===== src/rtl/trap_pkg.sv =====
package trap_pkg;

    localparam int CODE_W = 5;

    typedef enum logic [0:0] {
        ST_RUN   = 1'b0,
        ST_ENTER = 1'b1
    } trap_state_e;

    typedef enum logic [1:0] {
        SEL_STATUS = 2'd0,
        SEL_CAUSE  = 2'd1,
        SEL_EPC    = 2'd2,
        SEL_BADVA  = 2'd3
    } cp_sel_e;

    localparam logic [CODE_W-1:0] EXC_INT   = 5'd0;
    localparam logic [CODE_W-1:0] EXC_MOD   = 5'd1;
    localparam logic [CODE_W-1:0] EXC_ADES  = 5'd5;

    // codes that carry a meaningful faulting address
    function automatic logic keeps_addr(input logic [CODE_W-1:0] code);
        return (code >= EXC_MOD) && (code <= EXC_ADES);
    endfunction

endpackage


===== src/rtl/trap_arbiter.sv =====
module trap_arbiter
    import trap_pkg::*;
#(
    parameter int NSLOT = 2,
    parameter int DW    = 32
) (
    input  logic                         clk,
    input  logic                         rst_n,
    input  logic [NSLOT-1:0]             req_i,
    input  logic [NSLOT-1:0][CODE_W-1:0] code_i,
    input  logic [NSLOT-1:0][DW-1:0]     pc_i,
    input  logic [NSLOT-1:0][DW-1:0]     addr_i,
    input  logic                         irq_fire_i,
    input  logic [DW-1:0]                irq_pc_i,
    output logic                         take_o,
    output logic [CODE_W-1:0]            code_o,
    output logic [DW-1:0]                pc_o,
    output logic [DW-1:0]                addr_o
);

    logic [NSLOT:0]   older_seen;
    logic [NSLOT-1:0] grant;
    logic             any_req;

    assign older_seen[0] = 1'b0;

    generate
        for (genvar i = 0; i < NSLOT; i++) begin : g_prio
            assign grant[i]         = req_i[i] & ~older_seen[i];
            assign older_seen[i+1]  = older_seen[i] | req_i[i];
        end
    endgenerate

    assign any_req = older_seen[NSLOT];
    assign take_o  = any_req | irq_fire_i;

    always_comb begin
        code_o = '0;
        pc_o   = '0;
        addr_o = '0;
        for (int i = 0; i < NSLOT; i++) begin
            if (grant[i]) begin
                code_o = code_o | code_i[i];
                pc_o   = pc_o | pc_i[i];
                addr_o = addr_o | addr_i[i];
            end
        end
        if (!any_req) begin
            code_o = EXC_INT;
            pc_o   = irq_pc_i;
            addr_o = '0;
        end
    end

    AST_GRANT_ONEHOT: assert property (@(posedge clk) disable iff (!rst_n)
        $onehot0(grant));
    AST_SYNC_BEATS_IRQ: assert property (@(posedge clk) disable iff (!rst_n)
        (|req_i) |-> ($countones(grant) == 1));

endmodule


===== src/rtl/trap_status.sv =====
module trap_status #(
    parameter int DW     = 32,
    parameter int IP_W   = 8,
    parameter int LEVELS = 3
) (
    input  logic                  clk,
    input  logic                  rst_n,
    input  logic                  push_i,
    input  logic                  pop_i,
    input  logic                  wr_en_i,
    input  logic [2*LEVELS-1:0]   wr_stk_i,
    input  logic [IP_W-1:0]       wr_im_i,
    output logic [DW-1:0]         status_o,
    output logic [IP_W-1:0]       im_o,
    output logic                  ie_o,
    output logic                  user_o
);

    localparam int STK_W = 2 * LEVELS;
    localparam int GAP_W = 8 - STK_W;

    logic [STK_W-1:0] stk_q;
    logic [IP_W-1:0]  im_q;

    always_ff @(posedge clk) begin
        if (!rst_n) begin
            stk_q <= '0;
            im_q  <= '0;
        end else begin
            if (push_i) begin
                stk_q <= {stk_q[STK_W-3:0], 2'b00};
            end else if (pop_i) begin
                stk_q <= {2'b11, stk_q[STK_W-1:2]};
            end else if (wr_en_i) begin
                stk_q <= wr_stk_i;
            end
            if (wr_en_i && !push_i) begin
                im_q <= wr_im_i;
            end
        end
    end

    assign status_o = DW'({im_q, {GAP_W{1'b0}}, stk_q});
    assign im_o     = im_q;
    assign ie_o     = stk_q[0];
    assign user_o   = stk_q[1];

    AST_STACK_PUSH: assert property (@(posedge clk) disable iff (!rst_n)
        push_i |=> (stk_q == {$past(stk_q[STK_W-3:0]), 2'b00}));
    AST_STACK_POP: assert property (@(posedge clk) disable iff (!rst_n)
        (pop_i && !push_i) |=> (stk_q == {2'b11, $past(stk_q[STK_W-1:2])}));
    AST_MASK_KEPT: assert property (@(posedge clk) disable iff (!rst_n)
        push_i |=> $stable(im_q));

endmodule


===== src/rtl/trap_cause.sv =====
module trap_cause
    import trap_pkg::*;
#(
    parameter int DW     = 32,
    parameter int HW_IRQ = 6
) (
    input  logic                 clk,
    input  logic                 rst_n,
    input  logic                 take_i,
    input  logic [CODE_W-1:0]    code_i,
    input  logic [DW-1:0]        pc_i,
    input  logic [DW-1:0]        addr_i,
    input  logic [HW_IRQ-1:0]    irq_i,
    input  logic                 wr_en_i,
    input  logic [1:0]           wr_sw_i,
    output logic [DW-1:0]        cause_o,
    output logic [HW_IRQ+1:0]    ip_o,
    output logic [DW-1:0]        epc_o,
    output logic [DW-1:0]        badva_o
);

    localparam int IP_W = HW_IRQ + 2;

    logic [CODE_W-1:0] code_q;
    logic [1:0]        sw_q;
    logic [HW_IRQ-1:0] hw_q;
    logic [DW-1:0]     epc_q;
    logic [DW-1:0]     badva_q;
    logic [IP_W-1:0]   ip;

    always_ff @(posedge clk) begin
        if (!rst_n) begin
            code_q  <= '0;
            sw_q    <= '0;
            hw_q    <= '0;
            epc_q   <= '0;
            badva_q <= '0;
        end else begin
            hw_q <= irq_i;
            if (wr_en_i) begin
                sw_q <= wr_sw_i;
            end
            if (take_i) begin
                code_q <= code_i;
                epc_q  <= pc_i;
                if (keeps_addr(code_i)) begin
                    badva_q <= addr_i;
                end
            end
        end
    end

    assign ip      = {hw_q, sw_q};
    assign ip_o    = ip;
    assign cause_o = DW'({ip, 1'b0, code_q, 2'b00});
    assign epc_o   = epc_q;
    assign badva_o = badva_q;

    AST_EPC_HOLD: assert property (@(posedge clk) disable iff (!rst_n)
        !take_i |=> $stable(epc_q));
    AST_BADVA_HOLD: assert property (@(posedge clk) disable iff (!rst_n)
        (take_i && !keeps_addr(code_i)) |=> $stable(badva_q));
    AST_HW_PENDING: assert property (@(posedge clk) disable iff (!rst_n)
        1'b1 |=> (hw_q == $past(irq_i)));

endmodule


===== src/rtl/trap_ctrl.sv =====
module trap_ctrl
    import trap_pkg::*;
#(
    parameter int          NSLOT  = 2,
    parameter int          DW     = 32,
    parameter int          HW_IRQ = 6,
    parameter logic [31:0] VECTOR = 32'h8000_0080
) (
    input  logic                         clk,
    input  logic                         rst_n,
    input  logic [NSLOT-1:0]             exc_req_i,
    input  logic [NSLOT-1:0][4:0]        exc_code_i,
    input  logic [NSLOT-1:0][DW-1:0]     exc_pc_i,
    input  logic [NSLOT-1:0][DW-1:0]     exc_addr_i,
    input  logic [DW-1:0]                int_pc_i,
    input  logic [HW_IRQ-1:0]            irq_i,
    input  logic                         rfe_i,
    input  logic                         cp_wr_en_i,
    input  logic [1:0]                   cp_wr_sel_i,
    input  logic [DW-1:0]                cp_wr_data_i,
    input  logic [1:0]                   cp_rd_sel_i,
    output logic [DW-1:0]                cp_rd_data_o,
    input  logic                         mem_valid_i,
    input  logic [DW-1:0]                mem_addr_i,
    output logic                         kviol_o,
    output logic                         user_mode_o,
    output logic                         redir_o,
    output logic [DW-1:0]                redir_pc_o
);

    localparam int IP_W     = HW_IRQ + 2;
    localparam int LEVELS   = 3;
    localparam int STK_W    = 2 * LEVELS;
    localparam int KSEG_BIT = DW - 1;

    trap_state_e state_q, state_d;

    logic              in_run;
    logic [NSLOT-1:0]  req_eff;
    logic              irq_fire;
    logic              take;
    logic [CODE_W-1:0] win_code;
    logic [DW-1:0]     win_pc;
    logic [DW-1:0]     win_addr;
    logic              pop;
    logic              wr_status;
    logic              wr_cause;
    logic [DW-1:0]     status;
    logic [IP_W-1:0]   im;
    logic              ie;
    logic              user;
    logic [DW-1:0]     cause;
    logic [IP_W-1:0]   ip;
    logic [DW-1:0]     epc;
    logic [DW-1:0]     badva;
    logic              unused_bits;

    assign unused_bits = ^{cp_wr_data_i[DW-1:8+IP_W], cp_wr_data_i[7:STK_W],
                           mem_addr_i[KSEG_BIT-1:0]};

    // ---------------- state register ----------------
    always_ff @(posedge clk) begin
        if (!rst_n) begin
            state_q <= ST_RUN;
        end else begin
            state_q <= state_d;
        end
    end

    // ---------------- next state ----------------
    always_comb begin
        state_d = state_q;
        unique case (state_q)
            ST_RUN:   state_d = take ? ST_ENTER : ST_RUN;
            ST_ENTER: state_d = ST_RUN;
        endcase
    end

    // ---------------- outputs ----------------
    always_comb begin
        redir_o    = 1'b0;
        redir_pc_o = '0;
        unique case (state_q)
            ST_RUN: begin
                redir_o    = 1'b0;
                redir_pc_o = '0;
            end
            ST_ENTER: begin
                redir_o    = 1'b1;
                redir_pc_o = DW'(VECTOR);
            end
        endcase
    end

    assign in_run   = (state_q == ST_RUN);
    assign req_eff  = exc_req_i & {NSLOT{in_run}};
    assign irq_fire = in_run & ie & (|(ip & im));
    assign pop      = in_run & rfe_i & ~take;
    assign wr_status = cp_wr_en_i & (cp_wr_sel_i == SEL_STATUS);
    assign wr_cause  = cp_wr_en_i & (cp_wr_sel_i == SEL_CAUSE);

    trap_arbiter #(.NSLOT(NSLOT), .DW(DW)) u_arb (
        .clk        (clk),
        .rst_n      (rst_n),
        .req_i      (req_eff),
        .code_i     (exc_code_i),
        .pc_i       (exc_pc_i),
        .addr_i     (exc_addr_i),
        .irq_fire_i (irq_fire),
        .irq_pc_i   (int_pc_i),
        .take_o     (take),
        .code_o     (win_code),
        .pc_o       (win_pc),
        .addr_o     (win_addr)
    );

    trap_status #(.DW(DW), .IP_W(IP_W), .LEVELS(LEVELS)) u_status (
        .clk      (clk),
        .rst_n    (rst_n),
        .push_i   (take),
        .pop_i    (pop),
        .wr_en_i  (wr_status),
        .wr_stk_i (cp_wr_data_i[STK_W-1:0]),
        .wr_im_i  (cp_wr_data_i[8 +: IP_W]),
        .status_o (status),
        .im_o     (im),
        .ie_o     (ie),
        .user_o   (user)
    );

    trap_cause #(.DW(DW), .HW_IRQ(HW_IRQ)) u_cause (
        .clk     (clk),
        .rst_n   (rst_n),
        .take_i  (take),
        .code_i  (win_code),
        .pc_i    (win_pc),
        .addr_i  (win_addr),
        .irq_i   (irq_i),
        .wr_en_i (wr_cause),
        .wr_sw_i (cp_wr_data_i[9:8]),
        .cause_o (cause),
        .ip_o    (ip),
        .epc_o   (epc),
        .badva_o (badva)
    );

    always_comb begin
        cp_rd_data_o = '0;
        unique case (cp_rd_sel_i)
            SEL_STATUS: cp_rd_data_o = status;
            SEL_CAUSE:  cp_rd_data_o = cause;
            SEL_EPC:    cp_rd_data_o = epc;
            SEL_BADVA:  cp_rd_data_o = badva;
        endcase
    end

    assign user_mode_o = user;
    assign kviol_o     = mem_valid_i & user & mem_addr_i[KSEG_BIT];

    AST_TAKE_REDIRECTS: assert property (@(posedge clk) disable iff (!rst_n)
        take |=> redir_o);
    AST_ENTER_ONE_CYCLE: assert property (@(posedge clk) disable iff (!rst_n)
        (state_q == ST_ENTER) |=> (state_q == ST_RUN));
    AST_ENTER_NO_TAKE: assert property (@(posedge clk) disable iff (!rst_n)
        (state_q == ST_ENTER) |-> !take);
    AST_HANDLER_KERNEL: assert property (@(posedge clk) disable iff (!rst_n)
        redir_o |-> (!user_mode_o && !status[0]));
    AST_KVIOL_USER: assert property (@(posedge clk) disable iff (!rst_n)
        kviol_o |-> user_mode_o);

endmodule


===== config.mk =====
export PLATFORM = sky130hd
export DESIGN_NAME = trap_ctrl
export DESIGN_NICKNAME = d
export VERILOG_FILES = /design/src/rtl/trap_pkg.sv /design/src/rtl/trap_arbiter.sv /design/src/rtl/trap_status.sv /design/src/rtl/trap_cause.sv /design/src/rtl/trap_ctrl.sv
export SDC_FILE = /design/constraint.sdc
export NUM_CORES = 1
export LEC_CHECK = 0
export CORE_MARGIN = 5
export CORE_UTILIZATION = 40
export CTS_CLUSTER_DIAMETER = 60
export CTS_CLUSTER_SIZE = 14
export DETAILED_ROUTE_END_ITERATION = 8
export GPL_TIMING_DRIVEN = 0
export PLACE_DENSITY = 0.81
export SLEW_MARGIN = 40
export SYNTH_ARGS = -nofsm -noshare
export SYNTH_HDL_FRONTEND = slang
export SYNTH_HIERARCHICAL = 1
export SYNTH_SLANG_ARGS = --single-unit

===== constraint.sdc =====
create_clock -name clk -period 5 [get_ports clk]
set_clock_uncertainty 0.2 [all_clocks]
set_input_delay 1 -clock clk [delete_from_list [all_inputs] [get_ports clk]]
set_output_delay 1 -clock clk [all_outputs]
set_load 0.1 [all_outputs]

==> metrics.yaml <==
fin_setup_tns_ns: 0
first_pass_iters: 4
layout_setup_ws_ns: 1.16
grt_max_degree: 15
synth.avg_cell_area_um2: 9.69
worstPathRequired_ns: 5.07
routed_wl_um: 19400
cts.sinks: 92
worstMarginPinSlew_ns: 0.748
viasPerCell: 4.75
cts_resized: 0
p_leak_nw: 4.00
route.detailed.drc: 0
synth_top_cell_area_share_pct: 29.8
start_util_pct: 40.8
power_density_nw_per_um2: 270
overflow: 0
grt_use_total_pct: 21.1
port_buffers: 237
htreeDepth: 3
post-cts-setup-buffer-count: 0
synth-seq-area-share_pct: 29.8
area_delta_synth_final_pct: 48.0
ctsRootBufferMaster: "clkbuf_16"
synth_warnings: 6
clockBufferDepth: 2
relSlewSlack_pct: 50.1
drive_gt1_share_pct: 21.4
vias: 5425
swShare_pct: 35.6
layout.nets: 1200
die_w_um: 134
path_class: "in2reg"
comb_power_share_pct: 38.7
peakVddDrop_uv: 143
grt_antenna_before_repair: 0
drtAntennaViolNets: 0
cts_buffers: 9
placed_area_um2: 8840
clk_latency_ns: 0.34
fmax_ghz: 0.260
synth-edff-count: 0
synth.ff_latch_count: 92
finalHoldViolations: 0
setup.worst_path.end_class: "register"
arrival_ns: 3.91
netlist_area_um2: 6170
synth_most_common_cell: "mux2i_1"
die_area_um2: 18000
avgRoutedWirePerCell_um: 17.0
internal-power_w: 0.00159
hpwl_um: 15500
outcome: "complete, no violations"
synthArstFlopShare_pct: 0
fillers: 1323
synth_commonest_cells: "mux2i_1, nand2_1, dfxtp_1"
min_period_over_period_pct: 76.8
clockPowerShare_pct: 28.3
start_kind: "input port"
drt_iter0_drc: 244
report.final.setup_viol: 0
p_total_w: 0.00247
clkTransAtPathRegs_ns: 0.06
finalWorstPathRequiredPeriod_ns: 3.84
rsz0062_at_grt: "no"
drv_cap: 0
cts.hold.buffers_added: 0
synth_top_cells_by_area: "dfxtp_1, mux2i_1, buf_4"
coreArea_um2: 15100
diodes: 0
crit_path_max_fanout: 10
io_pins: 318
fin_area_um2: 9140
synth_flop_cell: "dfxtp_1"
yosysUniqueCellTypes: 33
chipHeight_um: 134
rows: 45
cts_tree: "built"
power_frac_seq_pct: 33.1
grt_pass1_vias: 5675
switching_power_w: 0.000879
dp_slack_ns: 0.799
synth_largest_area_cell: "dfxtp_1"
drv_slew: 0
gp_congestion: 0.847
netlist_instances: 637
hold_class: "reg2reg"
grt_pass1_wl_um: 29600
==> kinds of logic after synthesis <==
family          share of synthesized area [%]
flops                                    29.8
compound gates                           9.56
mux                                      30.8
other cells                             0.182
simple gates                             13.6
buf+inv                                  16.1
==> worst paths after layout <==
kind / startpoint / slack [ns] / cells past startpoint / to
max reg2reg: state_q / 1.84 / 7 / u_cause/badva_o[9]
min: u_cause/badva_o[26] / 0.26 / 2 / u_cause/badva_o[26]
max: exc_req_i[0] / 1.16 / 8 / u_cause/badva_o[9]
min reg2reg: u_cause/badva_o[26] / 0.26 / 2 / u_cause/badva_o[26]
==> critical path: stages <==
cell and delay [ns]:
clkdlybuf4s50_1 0.46, nor2b_1 0.32, buf_2 0.35, or3_1 0.40
or3b_1 0.44, a211oi_4 0.47, buf_6 0.26, mux2i_1 0.21
==> state kept, by name, summed over array words and instances, names as in the netlist <==
register         flops
state_q              1
u_cause/badva_o     32
u_status/im_o        8
u_status/stk_q       6
u_cause/epc_o       32
u_cause/code_q       5
u_cause/sw_q         2
u_cause/hw_q         6
==> routing by layer <==
layer	track usage (%)	vias to the layer above	share of wire (%)
met2	38.4	183	51
li1	-	2708	-
met3	4.76	24	6.9
met1	24.4	2510	41
met5	0	-	0
met4	7.07	0	1.7
==> cell type report <==
class | count | area [um2] | area share [%]
buffer | 135 | 990 | 10.8
clock buffer | 12 | 256 | 2.81
multi-input combinational | 473 | 3580 | 39.2
timing repair buffer | 237 | 2190 | 23.9
tap | 188 | 235 | 2.57
sequential | 92 | 1840 | 20.1
inverter | 1 | 3.75 | 0.0411
clock inverter | 4 | 47.5 | 0.520
==> per-stage QoR <==
step	util [%]	hold WS [ns]	std cells
2_1_floorplan	-	0.230	701
3_3_place_gp	59.6	0.239	1126
3_5_place_dp	58.3	0.248	1126
4_1_cts	60.4	0.257	1142
5_1_grt	60.4	0.277	1142
6_report	60.4	0.256	1142
==> power by group through the flow <==
stage,clock network [W],registers [W],logic (W)
2_1_floorplan,0,0.000827,0.000680
3_3_place_gp,0,0.000831,0.000973
3_5_place_dp,0,0.000833,0.000956
4_1_cts,0.000711,0.000817,0.000959
5_1_grt,0.000739,0.000823,0.00101
6_report,0.000698,0.000816,0.000954
==> cells in the final DEF, fill, tap and decap left out, drive strengths merged <==
cell type / n
nor3: 1
clkinvlp: 1
dfxtp: 92
and3b: 1
bufinv: 1
a22oi: 4
and2b: 1
clkinv: 2
or3b: 1
o221ai: 2
a41oi: 1
a21oi: 2
a211oi: 1
nand3: 2
and2: 6
nand2: 103
o21ai: 36
nor2b: 52
nor2: 2
conb: 67
a22o: 37
nor3b: 2
nand2b: 1
mux2i: 117
inv: 1
clkdlybuf4s50: 200
and3: 1
buf: 157
or3: 1
mux4: 32
clkbuf: 27
(Power assumes the default switching activity.)
